<file path="src/rtl/ddr2_seq_pkg.sv">
`timescale 1ns/1ps
package ddr2_seq_pkg;
  localparam int PARAM_W   = 4;
  localparam int NUM_STEPS = 13;
  localparam int STEP_W    = $clog2(NUM_STEPS);

  localparam logic [31:0] PHY_DLL_ON    = 32'h0002_2828;
  localparam logic [31:0] PHY_DLL_START = 32'h0003_2828;

  localparam logic [31:0] CW_WAKE  = 32'h1000_0000;
  localparam logic [31:0] CW_NOP   = 32'h2000_0000;
  localparam logic [31:0] CW_PREA  = 32'h3000_0000;
  localparam logic [31:0] CW_REF   = 32'h4000_0000;
  localparam logic [31:0] CW_EMR2  = 32'h8022_0000;
  localparam logic [31:0] CW_EMR3  = 32'h8023_0000;
  localparam logic [31:0] CW_EMR1  = 32'h8021_0006;
  localparam logic [31:0] OCD_DFLT = 32'h0000_0380;
  localparam logic [31:0] DLL_RST  = 32'h0000_0100;

  typedef enum logic [3:0] {
    S_IDLE, S_PHY2, S_LOCKW, S_PWRUP, S_ISSUE, S_BUSYW, S_GAP, S_DONE, S_ERR
  } seq_state_t;
endpackage

</file>
<file path="src/rtl/ddr2_seq_timer.sv">
`timescale 1ns/1ps
module ddr2_seq_timer #(
  parameter int CNT_W = 8
) (
  input  logic             clk,
  input  logic             rst,
  input  logic             load,
  input  logic [CNT_W-1:0] load_val,
  output logic             expired
);
  logic [CNT_W-1:0] cnt;

  always_ff @(posedge clk) begin
    if (rst)             cnt <= '0;
    else if (load)       cnt <= load_val;
    else if (cnt != '0)  cnt <= cnt - 1'b1;
  end

  assign expired = (cnt == '0);
endmodule

</file>
<file path="src/rtl/ddr2_seq_rom.sv">
`timescale 1ns/1ps
module ddr2_seq_rom
  import ddr2_seq_pkg::*;
#(
  parameter bit SDR_MODE = 1'b0
) (
  input  logic [STEP_W-1:0]  step,
  input  logic [PARAM_W-1:0] cas_lat,
  input  logic [PARAM_W-1:0] wr_recov,
  output logic [31:0]        word,
  output logic               gap_after,
  output logic               last
);
  logic [31:0] mr_base;
  logic [31:0] mr_word;

  generate
    if (SDR_MODE) begin : g_sdr
      assign mr_base = 32'h8020_0002;
    end else begin : g_ddr2
      assign mr_base = 32'h8020_0003;
    end
  endgenerate

  assign mr_word = mr_base + (32'(cas_lat) << 4) + ((32'(wr_recov) - 32'd1) << 9);

  always_comb begin
    word      = CW_NOP;
    gap_after = 1'b0;
    case (step)
      4'd0:  word = CW_WAKE;
      4'd1:  word = CW_NOP;
      4'd2:  word = CW_PREA;
      4'd3:  word = CW_EMR2;
      4'd4:  word = CW_EMR3;
      4'd5:  begin word = CW_EMR1;            gap_after = 1'b1; end
      4'd6:  begin word = mr_word + DLL_RST;  gap_after = 1'b1; end
      4'd7:  begin word = CW_PREA;            gap_after = 1'b1; end
      4'd8:  begin word = CW_REF;             gap_after = 1'b1; end
      4'd9:  begin word = CW_REF;             gap_after = 1'b1; end
      4'd10: begin word = mr_word;            gap_after = 1'b1; end
      4'd11: word = CW_EMR1 | OCD_DFLT;
      4'd12: word = CW_EMR1;
      default: word = CW_NOP;
    endcase
  end

  assign last = (step == STEP_W'(NUM_STEPS - 1));
endmodule

</file>
<file path="src/rtl/ddr2_bringup_seq.sv">
`timescale 1ns/1ps
module ddr2_bringup_seq
  import ddr2_seq_pkg::*;
#(
  parameter int CLK_MHZ  = 400,
  parameter int PWRUP_US = 200,
  parameter int GAP_US   = 1,
  parameter int LOCK_TMO = 1000000,
  parameter bit SDR_MODE = 1'b0
) (
  input  logic               clk,
  input  logic               rst,
  input  logic               start,
  input  logic [PARAM_W-1:0] cas_lat,
  input  logic [PARAM_W-1:0] wr_recov,
  input  logic [1:0]         phy_status,
  input  logic               cmd_busy,
  output logic [31:0]        phy_word,
  output logic               phy_wr,
  output logic [31:0]        cmd_word,
  output logic               cmd_valid,
  output logic               done,
  output logic               lock_err
);
  localparam int PWRUP_CYC = PWRUP_US * CLK_MHZ;
  localparam int GAP_CYC   = GAP_US * CLK_MHZ;
  localparam int MAX_A     = (PWRUP_CYC > LOCK_TMO) ? PWRUP_CYC : LOCK_TMO;
  localparam int MAX_V     = (MAX_A > GAP_CYC) ? MAX_A : GAP_CYC;
  localparam int CNT_W     = $clog2(MAX_V + 1);

  seq_state_t        st;
  logic [STEP_W-1:0] step;
  logic              busy_skip;
  logic              locked;
  logic              tmr_load;
  logic [CNT_W-1:0]  tmr_val;
  logic              tmr_exp;
  logic [31:0]       rom_word;
  logic              rom_gap;
  logic              rom_last;
  logic              cmd_clear;

  assign locked    = &phy_status;
  assign cmd_clear = (st == S_BUSYW) && !busy_skip && !cmd_busy;

  ddr2_seq_timer #(.CNT_W(CNT_W)) u_timer (
    .clk(clk), .rst(rst), .load(tmr_load), .load_val(tmr_val), .expired(tmr_exp)
  );

  ddr2_seq_rom #(.SDR_MODE(SDR_MODE)) u_rom (
    .step(step), .cas_lat(cas_lat), .wr_recov(wr_recov),
    .word(rom_word), .gap_after(rom_gap), .last(rom_last)
  );

  always_comb begin
    tmr_load = 1'b0;
    tmr_val  = '0;
    case (st)
      S_PHY2:  begin tmr_load = 1'b1; tmr_val = CNT_W'(LOCK_TMO); end
      S_LOCKW: if (locked) begin tmr_load = 1'b1; tmr_val = CNT_W'(PWRUP_CYC); end
      S_BUSYW: if (cmd_clear && rom_gap) begin tmr_load = 1'b1; tmr_val = CNT_W'(GAP_CYC); end
      default: ;
    endcase
  end

  always_ff @(posedge clk) begin
    if (rst) begin
      st        <= S_IDLE;
      step      <= '0;
      busy_skip <= 1'b0;
      phy_word  <= '0;
      phy_wr    <= 1'b0;
      cmd_word  <= '0;
      cmd_valid <= 1'b0;
      done      <= 1'b0;
      lock_err  <= 1'b0;
    end else begin
      phy_wr    <= 1'b0;
      cmd_valid <= 1'b0;
      case (st)
        S_IDLE: if (start) begin
          phy_word <= PHY_DLL_ON;
          phy_wr   <= 1'b1;
          step     <= '0;
          st       <= S_PHY2;
        end
        S_PHY2: begin
          phy_word <= PHY_DLL_START;
          phy_wr   <= 1'b1;
          st       <= S_LOCKW;
        end
        S_LOCKW: begin
          if (locked) st <= S_PWRUP;
          else if (tmr_exp) begin
            lock_err <= 1'b1;
            st       <= S_ERR;
          end
        end
        S_PWRUP: if (tmr_exp) st <= S_ISSUE;
        S_ISSUE: begin
          cmd_word  <= rom_word;
          cmd_valid <= 1'b1;
          busy_skip <= 1'b1;
          st        <= S_BUSYW;
        end
        S_BUSYW: begin
          busy_skip <= 1'b0;
          if (cmd_clear) begin
            if (rom_gap) st <= S_GAP;
            else if (rom_last) begin
              done <= 1'b1;
              st   <= S_DONE;
            end else begin
              step <= step + 1'b1;
              st   <= S_ISSUE;
            end
          end
        end
        S_GAP: if (tmr_exp) begin
          step <= step + 1'b1;
          st   <= S_ISSUE;
        end
        S_DONE:  ;
        S_ERR:   ;
        default: st <= S_IDLE;
      endcase
    end
  end
endmodule

</file>
<file path="config.mk">
export PLATFORM = sky130hd
export DESIGN_NAME = ddr2_bringup_seq
export DESIGN_NICKNAME = d
export VERILOG_FILES = /design/src/rtl/ddr2_seq_pkg.sv /design/src/rtl/ddr2_seq_timer.sv /design/src/rtl/ddr2_seq_rom.sv /design/src/rtl/ddr2_bringup_seq.sv
export SDC_FILE = /design/constraint.sdc
export NUM_CORES = 1
export LEC_CHECK = 0
export BUFFER_PORTS_ARGS = -buffer_cell sky130_fd_sc_hd__buf_2
export CAP_MARGIN = 25
export CORE_AREA = 2 2 110 70
export CTS_CLUSTER_DIAMETER = 100
export DETAILED_ROUTE_END_ITERATION = 16
export DIE_AREA = 0 0 112 72
export PLACE_DENSITY_LB_ADDON = 0.3
export SYNTH_ARGS = -nofsm -noshare
export SYNTH_HDL_FRONTEND = slang
export SYNTH_HIERARCHICAL = 1
export SYNTH_SLANG_ARGS = --single-unit
</file>
<file path="constraint.sdc">
create_clock -name clk -period 3.25 [get_ports clk]
set_input_delay 0 -clock clk [delete_from_list [all_inputs] [get_ports clk]]
set_output_delay 0 -clock clk [all_outputs]
set_load 0.01 [all_outputs]
</file>
-- Word level (Yosys, flattened, before mapping)
Index checks and enable logic that the tools add are counted.
- multiply operators: 0
- div/mod/pow operators: 0
- add/sub/neg operators: 6
- order comparisons: 0
- equality and inequality tests: 26
- muxes and demuxes: 30
- reductions and logical operators: 25
- shift operators: 0
- bitwise logic cells: 3
- operators by type and width (kind ; count):
    case mux 32 bit (9 select lines) ; 1
    case mux 32 bit (2 select lines) ; 1
    case mux 20 bit (3 select lines) ; 1
    two-way mux 20 bit ; 2
    two-way mux 4 bit ; 10
    adder 32 bit ; 1
    adder 32 x 8 -> 32 bit (first input constant) ; 1
    adder 32 x 9 -> 32 bit (second input constant) ; 1
    equality test 4 x 3 -> 1 bit (second input constant) ; 8
    two-way mux 32 bit ; 1
    case mux 4 bit (7 select lines) ; 1
    equality test 4 bit (second input constant) ; 6
    zero test 20 bit ; 1
    nonzero test 20 bit ; 1
    subtractor 20 x 1 -> 20 bit (second input constant) ; 1
    two-way mux 17 bit ; 1
    equality test 4 x 2 -> 1 bit (second input constant) ; 4
    case mux 4 bit (3 select lines) ; 1
    inequality test 2 bit (second input constant) ; 5
    OR reduction 2 bit ; 5
    two-way mux 9 bit ; 1
    zero test 4 bit ; 2
    AND reduction 6 bit ; 1
    nonzero test 2 bit ; 3
    18 further kinds ; 30
- output and inout port bits: 68
- bits in read-only memories: 0
- latch bits: 0
- RAM bits: 0
- logic and storage cells: 100
- flip-flop bits (word level): 97
- memories: 0

-- Logic depth before layout (Yosys ltp)
Gate-level depths: netlist (run 1).
- word-level depth: 7
- gate-level depth with buffers: 12
- depth with buffers taken out: 9

-- Hierarchy
Netlist (run 1), hierarchy kept.
- modules (own cells, without submodules) (module ; times used ; area an instance (µm²) ; cells each ; seq. area each (µm²)):
    ddr2_bringup_seq ; 1 ; 2178.3 ; 274 ; 940.9
    ddr2_seq_timer ; 1 ; 1081.0 ; 122 ; 400.4
    ddr2_seq_rom ; 1 ; 508.0 ; 78 ; 0.0

-- Worst setup path after synthesis (run 1)
No wires, ideal clock.
- kind: register to register
- start point: register u_timer.cnt[0]
- end point: register step[0]
- arrival: 2.449 ns
- required time: 3.180 ns
- cell stages (with the launch flop): 11
- path buffers: 1
- setup time: 0.070 ns
- clock period less this slack: 2.519 ns
- setup slack: 0.731 ns
- path through: dfxtp_1 -> inv_1 -> ha_1 -> or4b_2 -> nor4_2 -> and2b_1 -> buf_4 -> nand4b_1 -> o211a_2 -> or4_1 -> a21oi_1
- word-level cells in the longest chain between the ends: 3
- RTL lines (element ; line ; RTL):
    from (decl) ; ddr2_seq_timer.sv:11 ; logic [CNT_W-1:0] cnt;
    from (signal assigned) ; ddr2_seq_timer.sv:15 ; else if (load) cnt <= load_val;
    from (signal assigned) ; ddr2_seq_timer.sv:16 ; else if (cnt != '0) cnt <= cnt - 1'b1;
    zero test 20 bit ; ddr2_seq_timer.sv:19 ; assign expired = (cnt == '0);
    named net tmr_exp ; ddr2_bringup_seq.sv:37 ; logic tmr_exp;
    inequality test 2 bit (no source line) ; n/a ;
    AND reduction 6 bit (no source line) ; n/a ;
    to (signal assigned) ; ddr2_bringup_seq.sv:114 ; step <= step + 1'b1;
    to (signal assigned) ; ddr2_bringup_seq.sv:120 ; step <= step + 1'b1;
    to (decl) ; ddr2_bringup_seq.sv:32 ; logic [STEP_W-1:0] step;
The timed path passes the listed nets, and every way through them passes these cells.
A chain may end at the register's enable or synchronous reset.

-- Final worst setup path (run 1)
Same ends and word-level chain as after synthesis.

==> results of run 1 <==
[per-layer routing]
layer | vias up | track usage, %
met5 | - | 0
met4 | 0 | 7.317
met3 | 14 | 6.182
met2 | 135 | 31.85
met1 | 1505 | 30.94
li1 | 1629 | -
[worst reg2reg max path, cell delays in order (launching register included)]
cell and delay (ns):
dfxtp_1 0.34, inv_1 0.09, ha_1 0.14, or4b_2 0.60, nor4_2 0.27, and2b_1 0.20
nand4b_1 0.13, o211a_2 0.22, or4_1 0.50, a21oi_1 0.14
[cells in the final DEF (no fill, tap or decap), drive strengths merged, types with 5 or more instances in the layout]
cell type and n:
a21oi 46, conb 40, nor4 8, buf 63, clkbuf 10, nor2 19
nand2 95, or3 5, xnor2 18, dfxtp 67, inv 12, nand2b 8
o21ai 20, nor3 17, nor2b 6
[cell families after synthesis]
| logic type | Yosys count |
|---|---|
| xor+xnor | 22 |
| compound gates | 100 |
| fa+ha+maj | 4 |
| simple gates | 199 |
| flops | 67 |
| mux | 1 |
| other cells | 2 |
| buf+inv | 79 |
[power groups by stage]
stage                     clock [mW]  sequential [mW]  combinational [mW]
after detailed placement           0             1.11                1.14
final                          0.902             1.10                1.17
after CTS                      0.911             1.10                1.15
after global routing           0.948             1.13                1.29
after floorplan                    0             1.05                1.02
after global placement             0             1.11                1.10
[cell type report]
type                       instances  area, µm²
timing repair buffer              64      345.3
clock inverter                     6      50.05
fill                             666       2825
inverter                          10      37.54
sequential                        67       1341
multi-input combinational        366       2085
clock buffer                      10      229.0
tap                               91      113.9
[flip-flops by register name (all words and copies together), names as in the netlist]
signal,flops
st,4
cmd_word,32
busy_skip,1
phy_word,2
step,4
done,1
u_timer/cnt,20
lock_err,1
cmd_valid,1
phy_wr,1
[repair_timing]
action                                 4_1_cts  5_1_grt
hold buffers                                 1        0
endpoints found under the hold margin        1        0
resized for setup                            0        0
setup buffers                                0        0
[metrics by stage]
step                power [mW]  hold WS (ns)
global placement         2.208        0.3258
floorplan                2.076       0.06907
finish                   3.171       0.02594
detailed placement       2.255        0.3224
global route             3.364       0.04614
CTS                      3.166       0.02543
[path summary, 6_finish.rpt]
| kind | cells past startpoint | startpoint | slack, ns | end |
|---|---|---|---|---|
| max | 9 | u_timer/cnt[0]$_SDFFE_PP0P_ | 0.55 | step[0]$_SDFFE_PP0P_ |
| min | 4 | cas_lat[2] | 0.03 | cmd_word[6]$_SDFFE_PP0P_ |
| max reg2reg | 9 | u_timer/cnt[0]$_SDFFE_PP0P_ | 0.55 | step[0]$_SDFFE_PP0P_ |
| min reg2reg | 2 | cmd_word[27]$_SDFFE_PP0P_ | 0.45 | cmd_word[27]$_SDFFE_PP0P_ |
==> summary.txt, run 1 <==
Global route
  – First-pass GRT wire length: roughly 14 mm
  – Largest net degree at the start of global routing: 34
  – Grt ovf: 0
  – Antenna violations before repair: 0
  – Number of global-route vias before repair: around 2.9k
  – Total global-route track usage: 21.69%

Logic synthesis
  – Post-synth top area share: 35.60%
  – Mux share of post-synthesis cell area: less than 1%
  – Synth area leaders: dfxtp_1 (36%), nand2_1 (9.5%), buf_4 (8.6%), a21oi_1 (6.1%), xnor2_1 (4.2%)
  – Largest family of logic cells by synthesized area: simple AND/OR/NAND/NOR gates
  – Count leader, synth: nand2_1
  – XOR/XNOR Fraction of Synth Area: 5.115%
  – Yosys top cell by area: dfxtp_1
  – Sequential area share after synthesis: 35.60%
  – Post-Synthesis Cell Area: 3767 µm²
  – Synth Area in Adders: 1.328%
  – Simple-gate share of the synthesized area: a little over a quarter
  – Synth cell count leaders: nand2_1 (95), dfxtp_1 (67), a21oi_1 (46)
  – Compound-Gate Fraction of Synth Area: roughly 17%
  – Mean Syn Cell Area: 7.948 µm²
  – Post-synth EDFFs: 0
  – Unique masters post-synth: 68
  – Ys Warns: 6
  – Seq cells post-synth: 67
  – Async set-reset flop share out of synthesis: 0%
  – Commonest register cell after synthesis: dfxtp_1
  – Mapped Cells: 474

Routing
  – DR top layer: met4
  – Total vias in the final route: 3283
  – Routed length on met3: 608 µm
  – M1 WL: approximately 4.2 mm
  – WL met2: 3.619 mm
  – Post-Route WL: between 8 and 9 mm
  – Iteration-0 DRC Markers: 211
  – Drt pass-1 iters: 6
  – Via density: between 5 and 6
  – Residual DRC count: 0
  – DRT antenna net count: 0
  – Drt wl/cell: 14.02 µm

Power
  – Clk pwr share: between 20% and 30%
  – Switching Share: a little under two fifths
  – Power Internal: ~2 mW
  – Psw: 1.205 mW
  – Power Density: 754.8 nW/µm²
  – Maximum vdd drop: approximately 0.33 mV
  – Pleak: 1.787 nW
  – Flop pwr share: between 30% and 40%
  – Comb power frac: 36.8%

STA
  – Post-route minimum period: 2.700 ns
  – Final worst slack: 0.5496 ns
  – # setup viols final: 0
  – Layout Skew: roughly 0.0054 ns
  – Fmax: 370.3 MHz
  – RSZ-0062 raised after global routing: false
  – Rel. slew slack: 55.90%
  – Total negative setup slack: 0 ns
  – Worst Max-Slew Pin Slew: 0.6606 ns
  – Final Max Slew Viols: 0
  – Tcrit/Tclk final: 83.09%
  – Final hold vios: 0

Layout
  – Area delta synth->final: 11.52%
  – Ant diodes: 0
  – Fin nets: 536
  – Fin area: 4202 µm²
  – Final std cells w/o fill: 614
  – Share of layout cells above drive strength 1: between 10% and 20%
  – Post-layout util: around 60%

Floorplanning
  – Die Y: 72 µm
  – Core area: 7027 µm²
  – Chip Width: 112 µm
  – Full die area: 8064 µm²
  – Row cnt: 24
  – Initial Util: 53.61%
  – I/O Pins: between 80 and 90

Worst setup path
  – CP top delay family: simple AND/OR/NAND/NOR gates
  – CP Launch Type: register
  – Critical-path top delay cell: or4b_2
  – Crit path max fanout: 5
  – WP data required: about 3.5 ns
  – Crit Path Category: register to register
  – Crit path buf inv count: 1
  – Worst path max stage delay: 0.60 ns
  – Arr. time, crit path: 2.96 ns
  – Worst path cell trace: inv_1, ha_1, or4b_2, nor4_2, and2b_1, nand4b_1, o211a_2, or4_1, a21oi_1
  – CP endpoint kind: register

Clock network
  – Clock slew seen by the registers of the worst setup and hold paths: roughly 0.06 ns
  – H-Tree Depth: 3
  – CTS tree: built
  – Worst-Skew Late Latency: 0.34 ns
  – Root Driver: clkbuf_16
  – CTS Buf Count: 9
  – CTS Buffer Depth: 2
  – CTS Sinks: 67

Status
  – Status: completed

Min path
  – Worst hold path class: input pin to register

Placement
  – Count of buffers from port buffering: 55
  – Pre-CTS WS: ~0.57 ns
  – HPWL after DPL: 5.953 mm
  – Placed Instances: 597
  – Gp weighted congestion: 0.8572
  – Placed Area: 3913 µm²

Flow run
  – Max-Cap Viols: 0
Note: power is estimated with default switching activity, not from simulation.
==> run 2: changes to the inputs <==
--- a/config.mk
+++ b/config.mk
@@ -7,10 +7,10 @@
 export LEC_CHECK = 0
 export BUFFER_PORTS_ARGS = -buffer_cell sky130_fd_sc_hd__buf_2
 export CAP_MARGIN = 25
-export CORE_AREA = 2 2 110 70
+export CORE_AREA = 2 2 116 73
 export CTS_CLUSTER_DIAMETER = 100
 export DETAILED_ROUTE_END_ITERATION = 16
-export DIE_AREA = 0 0 112 72
+export DIE_AREA = 0 0 118 75
 export PLACE_DENSITY_LB_ADDON = 0.3
 export SYNTH_ARGS = -nofsm -noshare
 export SYNTH_HDL_FRONTEND = slang
==> constraint.sdc (replaced) <==
create_clock -name clk -period 2.28 [get_ports clk]
set_input_delay 0 -clock clk [delete_from_list [all_inputs] [get_ports clk]]
set_output_delay 0 -clock clk [all_outputs]
set_load 0.01 [all_outputs]
==> summary.txt, run 2 (synthesized netlist as in run 1, its figures left out) <==
STA
  – Final Max Slew Viols: 0 (unchanged)
  – Fmax: 434.9 MHz (+17%)
  – Final hold vios: 0 (unchanged)
  – # setup viols final: 1 (+1)
  – Layout Skew: 0.007515 ns (+0.002130 ns)
  – WHS: 0.01669 ns (-0.009246 ns)
  – RSZ-0062 raised after global routing: true
  – Final worst slack: -0.01947 ns (-0.5691 ns)
  – Tcrit/Tclk final: 100.9% (+18 points)
  – Post-route minimum period: 2.299 ns (-0.4009 ns)

Global route
  – Total global-route track usage: 20.62% (-1.1 points)
  – First-pass GRT wire length: 14.46 mm (+3.6%)
  – Number of global-route vias before repair: 3027 (+5.6%)
  – Grt ovf: 0 (unchanged)
  – Antenna violations before repair: 0 (unchanged)
  – Largest net degree at the start of global routing: 36 (+5.9%)

Worst setup path
  – WP data required: 2.54 ns (-0.97 ns)
  – Worst path cell trace: or4_4, nor4_4, and2b_1, nand4b_1, o211a_4, or4_1, a21oi_1
  – CP endpoint kind: register
  – Critical-path top delay cell: or4_4
  – CP Launch Type: register
  – Worst path max stage delay: 0.57 ns (-0.03 ns)
  – Crit path max fanout: 3 (-2)
  – Crit Path Category: register to register
  – Arr. time, crit path: 2.56 ns (-0.40 ns)

Routing
  – Residual DRC count: 0 (unchanged)
  – Drt wl/cell: 13.51 µm (-3.7%)
  – Post-Route WL: 8.873 mm (+3.1%)
  – DRT antenna net count: 0 (unchanged)
  – Via density: 5.158 (-3.5%)
  – Iteration-0 DRC Markers: 206 (-2.4%)
  – Drt pass-1 iters: 5 (-1)
  – Total vias in the final route: 3389 (+3.2%)

Power
  – Flop pwr share: 31.9% (-2.9 points)
  – Power Internal: 3.064 mW (+56%)
  – Comb power frac: 41.6% (+4.8 points)
  – Switching Share: 35.85% (-2.1 points)
  – Maximum vdd drop: 0.6203 mV (+89%)
  – Clk pwr share: 26.5% (-1.9 points)
  – Power Density: 1077 nW/µm² (+43%)
  – Pleak: 1.932 nW (+8.1%)
  – Psw: 1.713 mW (+42%)

Layout
  – Post-layout util: 57.39% (-2.4 points)
  – Fin nets: 562 (+4.9%)
  – Commonest cells after routing, fill and taps aside: nand2_1 (95), dfxtp_1 (64), buf_2 (55)
  – Biggest regs: cmd_word x32, u_timer/cnt x20
  – Share of layout cells above drive strength 1: 24.41% (+4.5 points)
  – Commonest non-fill, non-tap cell in the layout: nand2_1
  – Largest register FFs: 32 (unchanged)
  – Fin area: 4434 µm² (+5.5%)
  – Ant diodes: 0 (unchanged)
  – Most flops, register: cmd_word
  – Area delta synth->final: 17.70%

Clock network
  – CTS tree: built
  – CTS Buffer Depth: 2 (unchanged)
  – CTS Buf Count: 9 (unchanged)
  – Root Driver: clkbuf_16
  – H-Tree Depth: 3 (unchanged)
  – Clock slew seen by the registers of the worst setup and hold paths: 0.05 ns (about the same)
  – CTS Sinks: 67 (unchanged)
  – Post-CTS Hold Buffers: 0 (-1)
  – Worst-Skew Late Latency: 0.33 ns (about the same)

Floorplanning
  – I/O Pins: 82 (unchanged)
  – Initial Util: 48.76% (-4.9 points)
  – Full die area: 8850 µm² (+9.7%)
  – Chip Width: 118 µm (+5.4%)
  – Die Y: 75 µm (+4.2%)
  – Row cnt: 25 (+4.2%)
  – Core area: 7726 µm² (+10%)

Placement
  – Placed Area: 4135 µm² (+5.7%)
  – Count of buffers from port buffering: 55 (unchanged)
  – HPWL after DPL: 6.287 mm (+5.6%)
  – Gp weighted congestion: 0.8680 (+1.3%)

Status
  – Failing checks: setup timing
  – Status: finished, violations left

Flow run
  – Max-Cap Viols: 0 (unchanged)

Min path
  – Worst hold path class: input pin to register
## run 2: stage by stage
| stage | cells | worst slack (ns) | total power [mW] | TNS (ns) |
|---|---|---|---|---|
| after global placement | 638 | -0.01039 | 3.368 | -0.01039 |
| after global routing | 657 | -0.1209 | 5.073 | -0.2064 |
| final | 657 | -0.01947 | 4.777 | -0.01947 |
| after CTS | 657 | -0.01469 | 4.777 | -0.01469 |
| after floorplan | 512 | -0.09978 | 3.014 | -0.09978 |
| after detailed placement | 638 | -0.1122 | 3.416 | -0.1144 |
## run 2: path summary, 6_finish.rpt
path	start	endpoint	slack [ns]	cells after the start
max reg2reg	u_timer/cnt[14]$_SDFFE_PP0P_	step[0]$_SDFFE_PP0P_	-0.02	7
min reg2reg	cmd_word[0]$_SDFFE_PP0P_	cmd_word[0]$_SDFFE_PP0P_	0.45	2
max	u_timer/cnt[14]$_SDFFE_PP0P_	step[0]$_SDFFE_PP0P_	-0.02	7
min	start	phy_wr$_SDFF_PP0_	0.02	2
## run 2: layout make-up
cell class / count / area (µm²)
Clock buffer: 14 / 264.0
Clock inverter: 2 / 10.01
Fill cell: 725 / 3292
Inverter: 10 / 37.54
Multi-Input combinational cell: 366 / 2105
Sequential cell: 67 / 1345
Tap cell: 108 / 135.1
Timing Repair Buffer: 90 / 538.0
## run 2: power groups by stage
stage / Clock (mW) / Sequential [mW] / Combinational [mW]
6_report: 1.27 / 1.52 / 1.99
5_1_grt: 1.35 / 1.55 / 2.18
4_1_cts: 1.29 / 1.52 / 1.96
3_5_place_dp: 0 / 1.54 / 1.88
3_3_place_gp: 0 / 1.53 / 1.84
2_1_floorplan: 0 / 1.51 / 1.50
## run 2: metal layers
metal	share of wire [%]	vias up	track usage [%]
met2	43	121	31.85
met5	0	-	0
met1	50	1577	27.98
met3	6.3	8	6.288
met4	0.83	0	6.827
li1	-	1683	-
## run 2: repair_timing
item                       4_1_cts  5_1_grt
setup buffers                    3        1
gates resized for setup          2        0
pin swaps                        3        4
setup endpoints to repair        3        7
## run 2: critical path, delay by kind of cell, from the launching register on
kind,cells,cell delay (ns)
flops,1,0.32
compound gates,2,0.32
simple gates,5,1.59
==> run 3: changes to the inputs <==
--- a/config.mk
+++ b/config.mk
@@ -5,12 +5,13 @@
 export SDC_FILE = /design/constraint.sdc
 export NUM_CORES = 1
 export LEC_CHECK = 0
-export BUFFER_PORTS_ARGS = -buffer_cell sky130_fd_sc_hd__buf_2
 export CAP_MARGIN = 25
-export CORE_AREA = 2 2 116 73
+export CORE_AREA = 2 2 108 68
 export CTS_CLUSTER_DIAMETER = 100
 export DETAILED_ROUTE_END_ITERATION = 16
-export DIE_AREA = 0 0 118 75
+export DIE_AREA = 0 0 110 70
+export DONT_BUFFER_PORTS = 1
+export MAX_ROUTING_LAYER = met4
 export PLACE_DENSITY_LB_ADDON = 0.3
 export SYNTH_ARGS = -nofsm -noshare
 export SYNTH_HDL_FRONTEND = slang
==> summary.txt, run 3 (synthesized netlist as in run 1, its figures left out) <==
Floorplanning
  – Initial Util: 54.79% (+6.0 points)
  – Core area: 6877 µm² (-11%)
  – Row cnt: 24 (-4.0%)
  – Die Y: 70 µm (-6.7%)
  – Chip Width: 110 µm (-6.8%)
  – I/O Pins: 82 (unchanged)
  – Full die area: 7700 µm² (-13%)

Routing
  – Via density: 5.430 (+5.3%)
  – DRT antenna net count: 0 (unchanged)
  – Post-Route WL: 8.772 mm (-1.1%)
  – Drt wl/cell: 14.72 µm (+9.0%)
  – Iteration-0 DRC Markers: 260 (+26%)
  – Residual DRC count: 0 (unchanged)
  – Drt pass-1 iters: 5 (unchanged)
  – Total vias in the final route: 3236 (-4.5%)

Worst setup path
  – Crit Path Category: register to register
  – R2R depth: 7 (unchanged)
  – CP endpoint kind: register
  – Critical-path top delay cell: or4_4
  – FF-to-FF End: step[0]$_SDFFE_PP0P_
  – FF-to-FF setup slack: -0.003 ns (+0.02 ns)
  – CP top delay family: simple AND/OR/NAND/NOR gates
  – Worst path cell trace: or4_4, nor4_4, and2b_1, nand4b_1, o211a_4, or4_4, a21oi_2
  – Worst path max stage delay: 0.56 ns (about the same)
  – Crit path buf inv count: 0 (unchanged)
  – CP Launch Type: register
  – Most frequent CP cell: or4_4
  – WP data required: 2.57 ns (+0.03 ns)
  – R2r startpoint: u_timer/cnt[14]$_SDFFE_PP0P_
  – Arr. time, crit path: 2.57 ns (about the same)
  – Crit path max fanout: 2 (-1)

Layout
  – Share of layout cells above drive strength 1: 16.83% (-7.6 points)
  – Fin nets: 518 (-7.8%)
  – FF/Latch Area: 1346 µm² (about the same)
  – Ant diodes: 0 (unchanged)
  – Fillers: 639 (-12%)
  – Most flops, register: cmd_word
  – Commonest cells after routing, fill and taps aside: nand2_1 (95), dfxtp_1 (63), a21oi_1 (45)
  – Commonest non-fill, non-tap cell in the layout: nand2_1
  – Area taken by multi-input logic gates: 2141 µm² (+1.7%)
  – Post-layout util: 61.39% (+4.0 points)
  – Area delta synth->final: 12.06%
  – Largest register FFs: 32 (unchanged)
  – Final std cells w/o fill: 596 (-9.3%)
  – Biggest regs: cmd_word x32, u_timer/cnt x20

Placement
  – HPWL after DPL: 5.928 mm (-5.7%)
  – Placed Instances: 561 (-12%)
  – Count of buffers from port buffering: 0 (-100%)
  – Gp weighted congestion: 0.8765 (+0.98%)

Clock network
  – Clock slew seen by the registers of the worst setup and hold paths: 0.08 ns (+0.03 ns)
  – CTS tree: built
  – CTS Buffer Depth: 2 (unchanged)
  – H-Tree Depth: 3 (unchanged)
  – Worst-Skew Late Latency: 0.35 ns (+0.02 ns)
  – CTS Buf Count: 9 (unchanged)
  – Root Driver: clkbuf_8
  – CTS Sinks: 67 (unchanged)

Power
  – Psw: 1.725 mW (+0.72%)
  – Switching Share: 38.44% (+2.6 points)
  – Comb power frac: 43.6% (+2.0 points)
  – Power Internal: 2.762 mW (-9.9%)
  – Maximum vdd drop: 0.5231 mV (-16%)
  – Pleak: 1.673 nW (-13%)
  – Flop pwr share: 34.6% (+2.7 points)
  – Power Density: 1063 nW/µm² (-1.3%)
  – Clk pwr share: 21.8% (-4.7 points)

Global route
  – First-pass GRT wire length: 14.37 mm (-0.57%)
  – Number of global-route vias before repair: 2982 (-1.5%)
  – Antenna violations before repair: 0 (unchanged)
  – Total global-route track usage: 24.79% (+4.2 points)
  – Grt ovf: 0 (unchanged)
  – Largest net degree at the start of global routing: 50 (+39%)

Min path
  – WHS Endpoint: cmd_word[10]$_SDFFE_PP0P_
  – Worst hold path class: input pin to register
  – Hold path start: wr_recov[0]
  – Hold depth: 5 (+3)

STA
  – Tcrit/Tclk final: 100.2% (-0.70 points)
  – # setup viols final: 1 (unchanged)
  – Layout Skew: 0.008842 ns (+0.001326 ns)
  – RSZ-0062 raised after global routing: true
  – Final hold vios: 0 (unchanged)
  – Final worst slack: -0.003455 ns (+0.01602 ns)
  – Fmax: 437.9 MHz (+0.70%)
  – Worst Max-Slew Pin Slew: 0.5414 ns
  – Final Max Slew Viols: 0 (unchanged)
  – Post-route minimum period: 2.283 ns (-0.01602 ns)
  – Rel. slew slack: 63.86%

Flow run
  – Max-Cap Viols: 0 (unchanged)

Status
  – Status: finished, violations left
  – Failing checks: setup timing
-- run 3: cell count changes in the layout (fill, tap and decap cells not counted), moves of 2 or more --
cell	previous run	this run
buf_2	55	0
clkbuf_1	3	1
clkbuf_8	2	9
buf_4	35	32
clkbuf_16	9	0
dlygate4sd3_1	0	13
-- run 3: per-layer routing --
metal	part of all wire [%]	GRT usage, %	vias up
met1	48	33.55	1498
met5	0	-	-
met2	43	35.24	131
li1	-	-	1592
met4	1.7	8.439	0
met3	8.0	7.283	15
-- run 3: what timing repair did --
action / in CTS / in global routing
setup endpoints to repair: 4 / 5
hold endpoints to repair: 50 / 0
buffers inserted: 3 / 2
hold buffers: 14 / 0
gates resized for setup: 4 / 6
pin swaps: 4 / 4
cloned: 0 / 0
-- run 3: worst min-delay path: cells and delay by family --
family / cells / cell delay (ns)
compound gates: 1 / 0.05
fa+ha+maj: 1 / 0.13
buf+inv: 1 / 0.06
simple gates: 2 / 0.09
-- run 3: power groups by stage --
stage	logic, mW	registers, mW	clock network, mW
after floorplan	1.50	1.51	0
after global placement	1.71	1.56	0
after detailed placement	1.75	1.57	0
after CTS	1.87	1.54	1.00
after global routing	2.15	1.58	1.05
final	1.96	1.55	0.980
-- run 3: worst max path at each step --
stage,from,end,slack (ns),cells after the start
2_1_floorplan,u_timer/cnt[0]$_SDFFE_PP0P_,step[0]$_SDFFE_PP0P_,-0.1,10
6_report,u_timer/cnt[14]$_SDFFE_PP0P_,step[0]$_SDFFE_PP0P_,-0.003,7
5_1_grt,u_timer/cnt[0]$_SDFFE_PP0P_,step[0]$_SDFFE_PP0P_,-0.10,9
4_1_cts,u_timer/cnt[14]$_SDFFE_PP0P_,step[0]$_SDFFE_PP0P_,0.001,7
3_5_place_dp,u_timer/cnt[1]$_SDFFE_PP0P_,step[0]$_SDFFE_PP0P_,-0.10,9
3_3_place_gp,u_timer/cnt[1]$_SDFFE_PP0P_,step[0]$_SDFFE_PP0P_,-0.005,9
-- run 3: final cells by class --
class | instances | share of cell area (%)
Multi-Input combinational cell | 366 | 50.71
Sequential cell | 67 | 31.89
Timing Repair Buffer | 46 | 9.247
Clock buffer | 10 | 3.023
Tap cell | 91 | 2.697
Clock inverter | 6 | 1.541
Inverter | 10 | 0.8892
-- run 3: metrics by stage --
| step | area, µm² | hold WS (ns) | setup WS [ns] | setup TNS (ns) | power (mW) |
|---|---|---|---|---|---|
| 2_1_floorplan | 3936 | 0.06907 | -0.09978 | -0.09978 | 3.014 |
| 3_3_place_gp | 3801 | 0.07611 | -0.004525 | -0.004525 | 3.267 |
| 3_5_place_dp | 3801 | 0.07692 | -0.1011 | -0.2359 | 3.323 |
| 4_1_cts | 4177 | 0.003800 | 0.001456 | 0 | 4.415 |
| 5_1_grt | 4222 | 0.02527 | -0.1028 | -0.2354 | 4.773 |
| 6_report | 4222 | 0.01198 | -0.003455 | -0.003455 | 4.487 |
